### config.mk
export PLATFORM = sky130hd
export DESIGN_NAME = fuzzy_pid_dp
export DESIGN_NICKNAME = d
export VERILOG_FILES = /design/src/rtl/fpd_pkg.sv /design/src/rtl/fpd_scaler.sv /design/src/rtl/fpd_err_stage.sv /design/src/rtl/fpd_join.sv /design/src/rtl/fuzzy_pid_dp.sv
export SDC_FILE = /design/constraint.sdc
export NUM_CORES = 1
export LEC_CHECK = 0
export BUFFER_PORTS_ARGS = -buffer_cell sky130_fd_sc_hd__buf_2
export CORE_AREA = 4 4 234 236
export CTS_BUF_LIST = sky130_fd_sc_hd__clkbuf_4
export CTS_CLUSTER_DIAMETER = 40
export DETAILED_ROUTE_END_ITERATION = 7
export DIE_AREA = 0 0 238 240
export GPL_TIMING_DRIVEN = 0
export PLACE_DENSITY_LB_ADDON = 0.2
export SLEW_MARGIN = 20
export SYNTH_ARGS = -nofsm -noshare
export SYNTH_HDL_FRONTEND = slang
export SYNTH_HIERARCHICAL = 1
export SYNTH_SLANG_ARGS = --single-unit
### constraint.sdc
create_clock -name clk -period 9.8 [get_ports clk]
set_input_delay 0.98 -clock clk [delete_from_list [all_inputs] [get_ports clk]]
set_output_delay 0.98 -clock clk [all_outputs]
set_load 0.005 [all_outputs]
### src/rtl/fpd_pkg.sv
package fpd_pkg;

    localparam int FRAC_BITS = 4;

    typedef enum logic [1:0] {
        MODE_PD   = 2'b00,
        MODE_PI   = 2'b01,
        MODE_PIDA = 2'b10,
        MODE_PIDB = 2'b11
    } ctl_mode_e;

    function automatic logic signed [31:0] clamp_s(input logic signed [31:0] v,
                                                   input int w);
        logic signed [31:0] hi;
        logic signed [31:0] lo;
        hi = (32'sd1 <<< (w - 1)) - 32'sd1;
        lo = -hi - 32'sd1;
        if (v > hi)      return hi;
        else if (v < lo) return lo;
        else             return v;
    endfunction

endpackage

### src/rtl/fpd_scaler.sv
module fpd_scaler #(
    parameter int IW = 10,
    parameter int GW = 8,
    parameter int OW = 8
) (
    input  logic signed [IW-1:0] x,
    input  logic        [GW-1:0] gain,
    output logic signed [OW-1:0] y
);
    import fpd_pkg::*;

    localparam int PW = IW + GW + 1;

    logic signed [PW-1:0] prod;
    logic signed [PW-1:0] shifted;
    logic signed [31:0]   clamped;

    always_comb begin
        prod    = x * $signed({1'b0, gain});
        shifted = prod >>> FRAC_BITS;
        clamped = clamp_s(32'(shifted), OW);
        y       = clamped[OW-1:0];
    end

endmodule

### src/rtl/fpd_err_stage.sv
module fpd_err_stage #(
    parameter int DW = 8,
    parameter int GW = 8,
    parameter int FW = 8
) (
    input  logic                 clk,
    input  logic                 rst,
    input  logic                 smp_vld,
    input  logic signed [DW-1:0] setpoint,
    input  logic signed [DW-1:0] plant_y,
    input  logic        [GW-1:0] gain_p,
    input  logic        [GW-1:0] gain_d,
    input  logic        [GW-1:0] gain_i,
    output logic                 req_vld,
    output logic signed [FW-1:0] pd_e,
    output logic signed [FW-1:0] pd_de,
    output logic signed [FW-1:0] pi_e,
    output logic signed [FW-1:0] pi_de
);
    localparam int EW  = DW + 1;
    localparam int DLW = DW + 2;
    localparam int NCH = 4;

    logic signed [EW-1:0]  err_now;
    logic signed [DLW-1:0] dlt_now;
    logic signed [EW-1:0]  err_q;
    logic signed [EW-1:0]  prev_q;
    logic signed [DLW-1:0] dlt_q;
    logic                  req_q;

    always_comb begin
        err_now = EW'(setpoint) - EW'(plant_y);
        dlt_now = DLW'(err_now) - DLW'(prev_q);
    end

    always_ff @(posedge clk) begin
        if (rst) begin
            err_q  <= '0;
            prev_q <= '0;
            dlt_q  <= '0;
            req_q  <= 1'b0;
        end else begin
            req_q <= smp_vld;
            if (smp_vld) begin
                err_q  <= err_now;
                prev_q <= err_now;
                dlt_q  <= dlt_now;
            end
        end
    end

    assign req_vld = req_q;

    // channel order: pd_e, pd_de, pi_e, pi_de
    logic signed [DLW-1:0] sc_in   [NCH];
    logic        [GW-1:0]  sc_gain [NCH];
    logic signed [FW-1:0]  sc_out  [NCH];

    always_comb begin
        sc_in[0]   = DLW'(err_q);  sc_gain[0] = gain_p;
        sc_in[1]   = dlt_q;        sc_gain[1] = gain_d;
        sc_in[2]   = DLW'(err_q);  sc_gain[2] = gain_p;
        sc_in[3]   = dlt_q;        sc_gain[3] = gain_i;
    end

    for (genvar i = 0; i < NCH; i++) begin : g_scale
        fpd_scaler #(.IW(DLW), .GW(GW), .OW(FW)) u_sc (
            .x    (sc_in[i]),
            .gain (sc_gain[i]),
            .y    (sc_out[i])
        );
    end

    assign pd_e  = sc_out[0];
    assign pd_de = sc_out[1];
    assign pi_e  = sc_out[2];
    assign pi_de = sc_out[3];


    req_follows_strobe_chk: assert property (@(posedge clk) disable iff (rst)
        req_q == $past(smp_vld));


    prev_hold_chk: assert property (@(posedge clk) disable iff (rst)
        !smp_vld |=> $stable(prev_q));


    prev_tracks_err_chk: assert property (@(posedge clk) disable iff (rst)
        smp_vld |=> prev_q == err_q);

endmodule

### src/rtl/fpd_join.sv
module fpd_join #(
    parameter int RW = 8,
    parameter int GW = 8,
    parameter int OW = 16
) (
    input  logic                 clk,
    input  logic                 rst,
    input  logic signed [RW-1:0] pd_res,
    input  logic                 pd_res_vld,
    input  logic signed [RW-1:0] pi_res,
    input  logic                 pi_res_vld,
    input  logic        [GW-1:0] gain_o,
    input  logic        [1:0]    mode,
    output logic signed [OW-1:0] u_out,
    output logic                 u_vld
);
    import fpd_pkg::*;

    logic signed [RW-1:0] pd_h, pi_h;
    logic                 pd_got, pi_got;
    logic signed [RW-1:0] pd_sel, pi_sel;
    logic                 fire;
    logic signed [OW-1:0] pd_term, pi_term;
    logic signed [OW-1:0] acc_q, acc_nxt;
    logic signed [OW:0]   acc_sum, pid_sum;
    logic signed [OW-1:0] u_nxt, u_q;
    logic signed [31:0]   acc_c, pid_c;
    logic                 uv_q;
    ctl_mode_e            md;

    always_comb begin
        pd_sel = pd_res_vld ? pd_res : pd_h;
        pi_sel = pi_res_vld ? pi_res : pi_h;
        fire   = (pd_got | pd_res_vld) & (pi_got | pi_res_vld);
    end

    fpd_scaler #(.IW(RW), .GW(GW), .OW(OW)) u_pd_sc (
        .x (pd_sel), .gain (gain_o), .y (pd_term));

    fpd_scaler #(.IW(RW), .GW(GW), .OW(OW)) u_pi_sc (
        .x (pi_sel), .gain (gain_o), .y (pi_term));

    always_comb begin
        md      = ctl_mode_e'(mode);
        acc_sum = (OW+1)'(acc_q) + (OW+1)'(pi_term);
        acc_c   = clamp_s(32'(acc_sum), OW);
        acc_nxt = acc_c[OW-1:0];
        pid_sum = (OW+1)'(pd_term) + (OW+1)'(acc_nxt);
        pid_c   = clamp_s(32'(pid_sum), OW);
        case (md)
            MODE_PD: u_nxt = pd_term;
            MODE_PI: u_nxt = acc_nxt;
            default: u_nxt = pid_c[OW-1:0];
        endcase
    end

    always_ff @(posedge clk) begin
        if (rst) begin
            pd_h   <= '0;
            pi_h   <= '0;
            pd_got <= 1'b0;
            pi_got <= 1'b0;
            acc_q  <= '0;
            u_q    <= '0;
            uv_q   <= 1'b0;
        end else begin
            if (pd_res_vld) pd_h <= pd_res;
            if (pi_res_vld) pi_h <= pi_res;
            pd_got <= fire ? 1'b0 : (pd_got | pd_res_vld);
            pi_got <= fire ? 1'b0 : (pi_got | pi_res_vld);
            uv_q   <= fire;
            if (fire) begin
                acc_q <= acc_nxt;
                u_q   <= u_nxt;
            end
        end
    end

    assign u_out = u_q;
    assign u_vld = uv_q;


    valid_needs_both_chk: assert property (@(posedge clk) disable iff (rst)
        uv_q |-> ($past(pd_res_vld || pd_got) && $past(pi_res_vld || pi_got)));


    out_hold_chk: assert property (@(posedge clk) disable iff (rst)
        !fire |=> $stable(u_q));


    acc_hold_chk: assert property (@(posedge clk) disable iff (rst)
        !fire |=> $stable(acc_q));


    pi_mode_out_chk: assert property (@(posedge clk) disable iff (rst)
        (fire && mode == 2'b01) |=> u_q == acc_q);

endmodule

### src/rtl/fuzzy_pid_dp.sv
module fuzzy_pid_dp #(
    parameter int DW = 8,
    parameter int GW = 8,
    parameter int FW = 8,
    parameter int RW = 8,
    parameter int OW = 16
) (
    input  logic                 clk,
    input  logic                 rst,
    input  logic                 smp_vld,
    input  logic signed [DW-1:0] setpoint,
    input  logic signed [DW-1:0] plant_y,
    input  logic        [GW-1:0] gain_p,
    input  logic        [GW-1:0] gain_d,
    input  logic        [GW-1:0] gain_i,
    input  logic        [GW-1:0] gain_o,
    input  logic        [1:0]    mode,
    output logic                 req_vld,
    output logic signed [FW-1:0] pd_e,
    output logic signed [FW-1:0] pd_de,
    output logic signed [FW-1:0] pi_e,
    output logic signed [FW-1:0] pi_de,
    input  logic signed [RW-1:0] pd_res,
    input  logic                 pd_res_vld,
    input  logic signed [RW-1:0] pi_res,
    input  logic                 pi_res_vld,
    output logic signed [OW-1:0] u_out,
    output logic                 u_vld
);

    fpd_err_stage #(.DW(DW), .GW(GW), .FW(FW)) u_err (
        .clk      (clk),
        .rst      (rst),
        .smp_vld  (smp_vld),
        .setpoint (setpoint),
        .plant_y  (plant_y),
        .gain_p   (gain_p),
        .gain_d   (gain_d),
        .gain_i   (gain_i),
        .req_vld  (req_vld),
        .pd_e     (pd_e),
        .pd_de    (pd_de),
        .pi_e     (pi_e),
        .pi_de    (pi_de)
    );

    fpd_join #(.RW(RW), .GW(GW), .OW(OW)) u_join (
        .clk        (clk),
        .rst        (rst),
        .pd_res     (pd_res),
        .pd_res_vld (pd_res_vld),
        .pi_res     (pi_res),
        .pi_res_vld (pi_res_vld),
        .gain_o     (gain_o),
        .mode       (mode),
        .u_out      (u_out),
        .u_vld      (u_vld)
    );

endmodule

Word level (Yosys, flattened, before mapping) --
Index checks and enable logic that the tools add are counted.
Storage, ports and cells: register bits 71, input port bits 71, output and inout bits 50, logic and storage cells 56
Operators by class: add/sub/neg operators 4, multipliers 5, order comparisons 14, equal/unequal tests 1, muxes and demuxes 17, bitwise operators 3, reduce and logical (&&, ||, !) cells 2
Operators by type and width (count):
- $mux W16 | 8
- $mux W8 | 8
- $mul A10 B9 Y19 | 2
- $add A16 B16 Y17 | 2
- $gt A17 B16 Y1 const B | 2
- $lt A17 B16 Y1 const B | 2
- $mul A8 B9 Y17 | 2
- $gt A13 B16 Y1 const B | 2
- $lt A13 B16 Y1 const B | 2
- $pmux W16 S2 | 1
- $gt A15 B8 Y1 const B | 2
- $lt A15 B8 Y1 const B | 2
- $mul A9 B9 Y18 | 1
- $gt A14 B8 Y1 const B | 1
- $lt A14 B8 Y1 const B | 1
- $sub A9 B9 Y10 | 1
- $sub A8 B8 Y9 | 1
- $eq A2 B1 Y1 const B | 1
- $logic_not A2 Y1 | 1
- $or A1 B1 Y1 | 2
- $reduce_or A2 Y1 | 1
- $and A1 B1 Y1 | 1

Longest topological paths before layout --
word-level depth 14, mapped depth 42, gate-level depth less buffers 37

Modules after synthesis --
The synthesis kept the hierarchy.
Modules (own cells, without submodules):
- fpd_scaler (u_err.g_scale[0].u_sc ...) | instances 3, cells each 389, area an instance 3306.9 µm², seq. area each 0.0 µm²
- fpd_scaler (u_join.u_pd_sc ...) | instances 2, cells each 275, area an instance 2324.7 µm², seq. area each 0.0 µm²
- fpd_join | instances 1, cells each 501, area an instance 3966.3 µm², seq. area each 1021.0 µm²
- fpd_scaler (u_err.g_scale[3].u_sc) | instances 1, cells each 389, area an instance 3335.7 µm², seq. area each 0.0 µm²
- fpd_err_stage | instances 1, cells each 188, area an instance 1581.5 µm², seq. area each 400.4 µm²

Worst setup path before layout --
OpenSTA, ideal clock, no wires.
path kind input -> register, start in pi_res_vld, end reg u_join.u_q[8] (netlist: u_join/u_out[8]), setup time 124 ps, arrival 9452 ps, required time 9676 ps, setup slack 224 ps, stages 37, buffers on the path 6, path through clkbuf_1 mux2_2 inv_1 fa_1 fa_1 inv_1 fa_1 inv_1 fa_1 inv_1 ha_1 o21a_1 o31a_4 o311ai_4 mux2i_1 nor3_1 buf_4 ha_1 or3b_1 or3_1 o21ba_1 a21o_1 and2_1 buf_6 buf_2 maj3_1 ha_1 buf_2 a21o_1 or3_1 o21ai_1 a21oi_1 a31oi_2 nor2_1 buf_2 a221oi_1 o21ai_0
On the way: word-level cells in the longest chain between the ends 14, elaborated cells on any way between the ends 19, classes of those cells 2 x add/sub; 1 x mul; 6 x order compare; 8 x mux; 2 x bitwise
Ends and longest elaborated chain:
- start: declaration | line fuzzy_pid_dp.sv:26 | input logic pi_res_vld,
- $mux W8 (*)
- net u_join.pi_sel[7] | line fpd_join.sv:21 | logic signed [RW-1:0] pd_sel, pi_sel;
- $mul A8 B9 Y17 (*) | line fpd_scaler.sv:19 | prod = x * $signed({1'b0, gain});
- $lt A13 B16 Y1 | line fpd_pkg.sv:19 | else if (v < lo) return lo;
- $mux W16 | line fpd_pkg.sv:19
- $mux W16 (*) | line fpd_pkg.sv:18 | if (v > hi) return hi;
- net u_join.pi_term[12] | line fpd_join.sv:23 | logic signed [OW-1:0] pd_term, pi_term;
- $add A16 B16 Y17 (*) | line fpd_join.sv:45 | acc_sum = (OW+1)'(acc_q) + (OW+1)'(pi_term);
- $lt A17 B16 Y1 | line fpd_pkg.sv:19
- $mux W16 | line fpd_pkg.sv:19
- $mux W16 (*) | line fpd_pkg.sv:18
- net u_join.acc_c[7] | line fpd_join.sv:27 | logic signed [31:0] acc_c, pid_c;
- $add A16 B16 Y17 (*) | line fpd_join.sv:48 | pid_sum = (OW+1)'(pd_term) + (OW+1)'(acc_nxt);
- $lt A17 B16 Y1 | line fpd_pkg.sv:19
- $mux W16 | line fpd_pkg.sv:19
- $mux W16 (*) | line fpd_pkg.sv:18
- $pmux W16 S2 (*) | line fpd_join.sv:50 | case (md)
- end signal: assignment | line fpd_join.sv:74 | u_q <= u_nxt;
- end: declaration | line fpd_join.sv:26 | logic signed [OW-1:0] u_nxt, u_q;
The timed path passes the listed nets; every way through them passes the cells marked *. A chain may end at the register's enable or synchronous reset.

Worst setup path after layout --
start in pi_res_vld, end reg u_join.u_q[13] (netlist: u_join/u_out[13])
Same word-level chain as after synthesis.

==> impl_metrics.env <==
export IMPL_cp_required_ns=10.16
export IMPL_grt_pass1_vias=19940
export IMPL_drt_initial_drc_count=998
export IMPL_endpoint="u_join/u_out[13]$_SDFFE_PP0P_"
export IMPL_cpMostUsedCell="fa_1"
export IMPL_wirelength_um=56680
export IMPL_synth_simple_gate_area_share_pct=19.62
export IMPL_worstMarginPinSlew_ns=0.8947
export IMPL_worstSkewPairLatency_ns=0.46
export IMPL_mostFrequentLayoutCell="inv_1"
export IMPL_worst_setup_path_end_kind="flip-flop"
export IMPL_synth_cells=2795
export IMPL_drc=0
export IMPL_clock_path_buffers=2
export IMPL_fillers=5129
export IMPL_synth_xor_area_share_pct=3.660
export IMPL_status="completed"
export IMPL_die_w_um=238
export IMPL_h_tree_depth=3
export IMPL_rsz0062_at_grt="no"
export IMPL_nets=3594
export IMPL_path_max_fanout=10
export IMPL_grt_overflow=0
export IMPL_slew_viol_final=0
export IMPL_slowest_stage="fa_1"
export IMPL_synth_nets=3479
export IMPL_pin_count=121
export IMPL_synth_top_area_share_pct=29.02
export IMPL_antenna_found_initial=4
export IMPL_core_area_um2=52450
export IMPL_synth_edf_count=0
export IMPL_postRouteAntennaNets=0
export IMPL_slowest_delay_ns=0.53
export IMPL_synth_area_leader_cell="fa_1"
export IMPL_fin_hold_ws_ns=0.5106
export IMPL_hold_class="flip-flop to flip-flop"
export IMPL_syn_area_per_cell_um2=8.391
export IMPL_cts_tree="built"
export IMPL_fin_crit_ns=9.456
export IMPL_path_class="input pin to flip-flop"
export IMPL_gr_usage_all_layers_pct=20.20
export IMPL_hpwlAfterDp_um=47150
export IMPL_synth_ff_type="dfxtp_1"
export IMPL_start_kind="input pin"
export IMPL_reg2reg_to="u_join/u_out[13]$_SDFFE_PP0P_"
export IMPL_portBuffers=99
export IMPL_maxCapViolCount=0
export IMPL_hold_viol_final=0
export IMPL_grt_max_degree=35
export IMPL_skew_ns=0.03772
export IMPL_synth_area_um2=23450
export IMPL_setup_viol=0
export IMPL_leakage_uw=0.01274
export IMPL_worstReg2RegStart="u_join/pi_h[7]$_SDFF_PP0_"
export IMPL_cts_buffers=9
export IMPL_period_share_pct=96.49
export IMPL_synth_area_leaders="fa_1 (29%), ha_1 (15%), inv_1 (9.2%)"
export IMPL_max_freq_ghz=0.1058
export IMPL_rrSetupSlack_ns=0.79
export IMPL_irDropWorstVdd_v=0.0002375
export IMPL_area_growth_pct=7.373
export IMPL_drt_first_pass_iters=7
export IMPL_start_util_pct=44.72
export IMPL_synth_seq_cells=71
export IMPL_fp_dieArea_um2=57120
export IMPL_slew_headroom_pct=39.89
export IMPL_synthMuxAreaShare_pct=1.280
export IMPL_pwr_density_cell_nw_per_um2=245.7
export IMPL_r2r_cells=36
export IMPL_avgRoutedWirePerCell_um=15.72
export IMPL_placed_area_um2=24810
export IMPL_holdBufCountCts=0
export IMPL_viasPerCell=5.312
export IMPL_final_layout_size_suffix_gt1_share_pct=8.439
export IMPL_gp_routability_congestion=0.9234
export IMPL_synth_distinct_cells=94
export IMPL_critPathLaunch="pi_res_vld"
export IMPL_synth_seq_area_share_pct=6.060
export IMPL_die_y_um=240
export IMPL_arrival_ns=9.81
export IMPL_via_count=19160
export IMPL_numClockSinks=71
export IMPL_rows=84
export IMPL_synth_top_family_by_area="adder cells"
export IMPL_synthAdderAreaFrac_pct=44.03
export IMPL_fin_util_pct=48.02
export IMPL_synth_compound_area_share_pct=14.76
export IMPL_cts_root_buffer="clkbuf_4"
export IMPL_fin_area_um2=25180
export IMPL_synthArstFlopShare_pct=0
export IMPL_cts_reportedPaths_clkPinSlew_ns=0.16
export IMPL_grt_pass1_wl_um=97280
export IMPL_final_cell_mix="inv_1 (576), fa_1 (340), ha_1 (272), and2_1 (267), nand2_1 (223)"
export IMPL_yosysWarnings=6
==> per-stage QoR <==
step | worst slack [ns] | instances | total power [uW] | TNS, ns
6_report | 0.3438 | 3606 | 6187 | 0
3_5_place_dp | -1.472 | 3582 | 5845 | -21.20
5_1_grt | 0.02587 | 3604 | 6967 | 0
4_1_cts | 0.03133 | 3600 | 6141 | 0
2_1_floorplan | 0.2238 | 2795 | 4548 | 0
3_3_place_gp | -1.496 | 3582 | 5766 | -20.92
==> metal layers <==
metal / GRT usage (%) / vias up / part of all wire [%]
met4: 3.641 / 2 / 1.4
met5: 0 / - / 0.023
met2: 35.18 / 380 / 48
met1: 27.72 / 9457 / 46
met3: 2.099 / 46 / 4.4
li1: - / 9270 / -
==> area by class of cell <==
class | count | area [um^2] | area share (%)
buffer | 67 | 332.8 | 1.322
tap | 688 | 860.8 | 3.418
clock buffer | 10 | 75.07 | 0.2981
inverter | 577 | 2170 | 8.615
timing repair buffer | 104 | 536.8 | 2.131
sequential | 71 | 1423 | 5.649
clock inverter | 6 | 45.04 | 0.1789
multi-input combinational | 2080 | 19730 | 78.36
antenna | 3 | 7.507 | 0.02981
==> critical path, delay by kind of cell <==
family,cells,cell delay (ns)
AOI/OAI and AO/OA,11,2.08
and+or+nand+nor,7,1.67
muxes,2,0.74
adders and majority gates,8,3.22
buffers and inverters,8,1.09
==> kinds of logic after synthesis <==
family	after synthesis
flip-flops	71
multiplexers	28
XOR/XNOR	82
AO/OA/AOI/OAI	475
adder cells (fa/ha/maj)	623
buffers and inverters	644
AND/OR/NAND/NOR	872
==> cell usage after synthesis (6+ instances only) <==
| library cell | count |
|---|---|
| a211oi_1 | 43 |
| a21boi_0 | 6 |
| a21o_1 | 32 |
| a21oi_1 | 132 |
| a221oi_1 | 8 |
| a311oi_1 | 6 |
| a31oi_1 | 8 |
| and2_1 | 267 |
| and3_1 | 12 |
| buf_2 | 11 |
| clkbuf_1 | 46 |
| dfxtp_1 | 71 |
| fa_1 | 340 |
| ha_1 | 273 |
| inv_1 | 577 |
| maj3_1 | 6 |
| mux2_2 | 16 |
| mux2i_1 | 12 |
| nand2_1 | 223 |
| nand2b_1 | 35 |
| nand3_1 | 29 |
| nand4_1 | 10 |
| nor2_1 | 138 |
| nor2b_1 | 34 |
| nor3_1 | 45 |
| nor4_1 | 11 |
| o211a_1 | 9 |
| o211ai_1 | 11 |
| o211ai_2 | 8 |
| o21a_1 | 27 |
| o21ai_0 | 73 |
| o21ai_1 | 11 |
| o22ai_1 | 6 |
| o31ai_1 | 12 |
| or3_1 | 17 |
| xnor2_1 | 45 |
| xnor3_1 | 8 |
| xor2_1 | 25 |
==> report_power, final <==
group          internal [uW]  switching [uW]  leakage [uW]
clock network           55.7             125     0.0000590
logic                   2330            3240        0.0121
registers                337            91.9      0.000588
==> flip-flops by register name, summed over array words and instances, names as in the netlist, 8 cells and up <==
name	count
u_err/prev_q	9
u_err/dlt_q	10
u_join/pi_h	8
u_join/u_out	16
u_join/acc_q	16
u_join/pd_h	8
==> worst min path at each step <==
| stage | cells past startpoint | to | startpoint |
|---|---|---|---|
| floorplan | 2 | u_join/acc_q[3]$_SDFFE_PP0P_ | u_join/acc_q[3]$_SDFFE_PP0P_ |
| global placement | 2 | u_join/u_out[10]$_SDFFE_PP0P_ | u_join/u_out[10]$_SDFFE_PP0P_ |
| detailed placement | 2 | u_join/acc_q[4]$_SDFFE_PP0P_ | u_join/acc_q[4]$_SDFFE_PP0P_ |
| CTS | 2 | u_join/acc_q[4]$_SDFFE_PP0P_ | u_join/acc_q[4]$_SDFFE_PP0P_ |
| global route | 2 | u_join/acc_q[4]$_SDFFE_PP0P_ | u_join/acc_q[4]$_SDFFE_PP0P_ |
| finish | 2 | u_join/u_out[15]$_SDFFE_PP0P_ | u_join/u_out[15]$_SDFFE_PP0P_ |
==> timing repair <==
item	CTS	global route
hold endpoints to repair	0	0
buffers inserted	2	3
setup endpoints to repair	16	16
gates resized for setup	20	30
pin swaps	2	6
(Power assumes the default switching activity.)
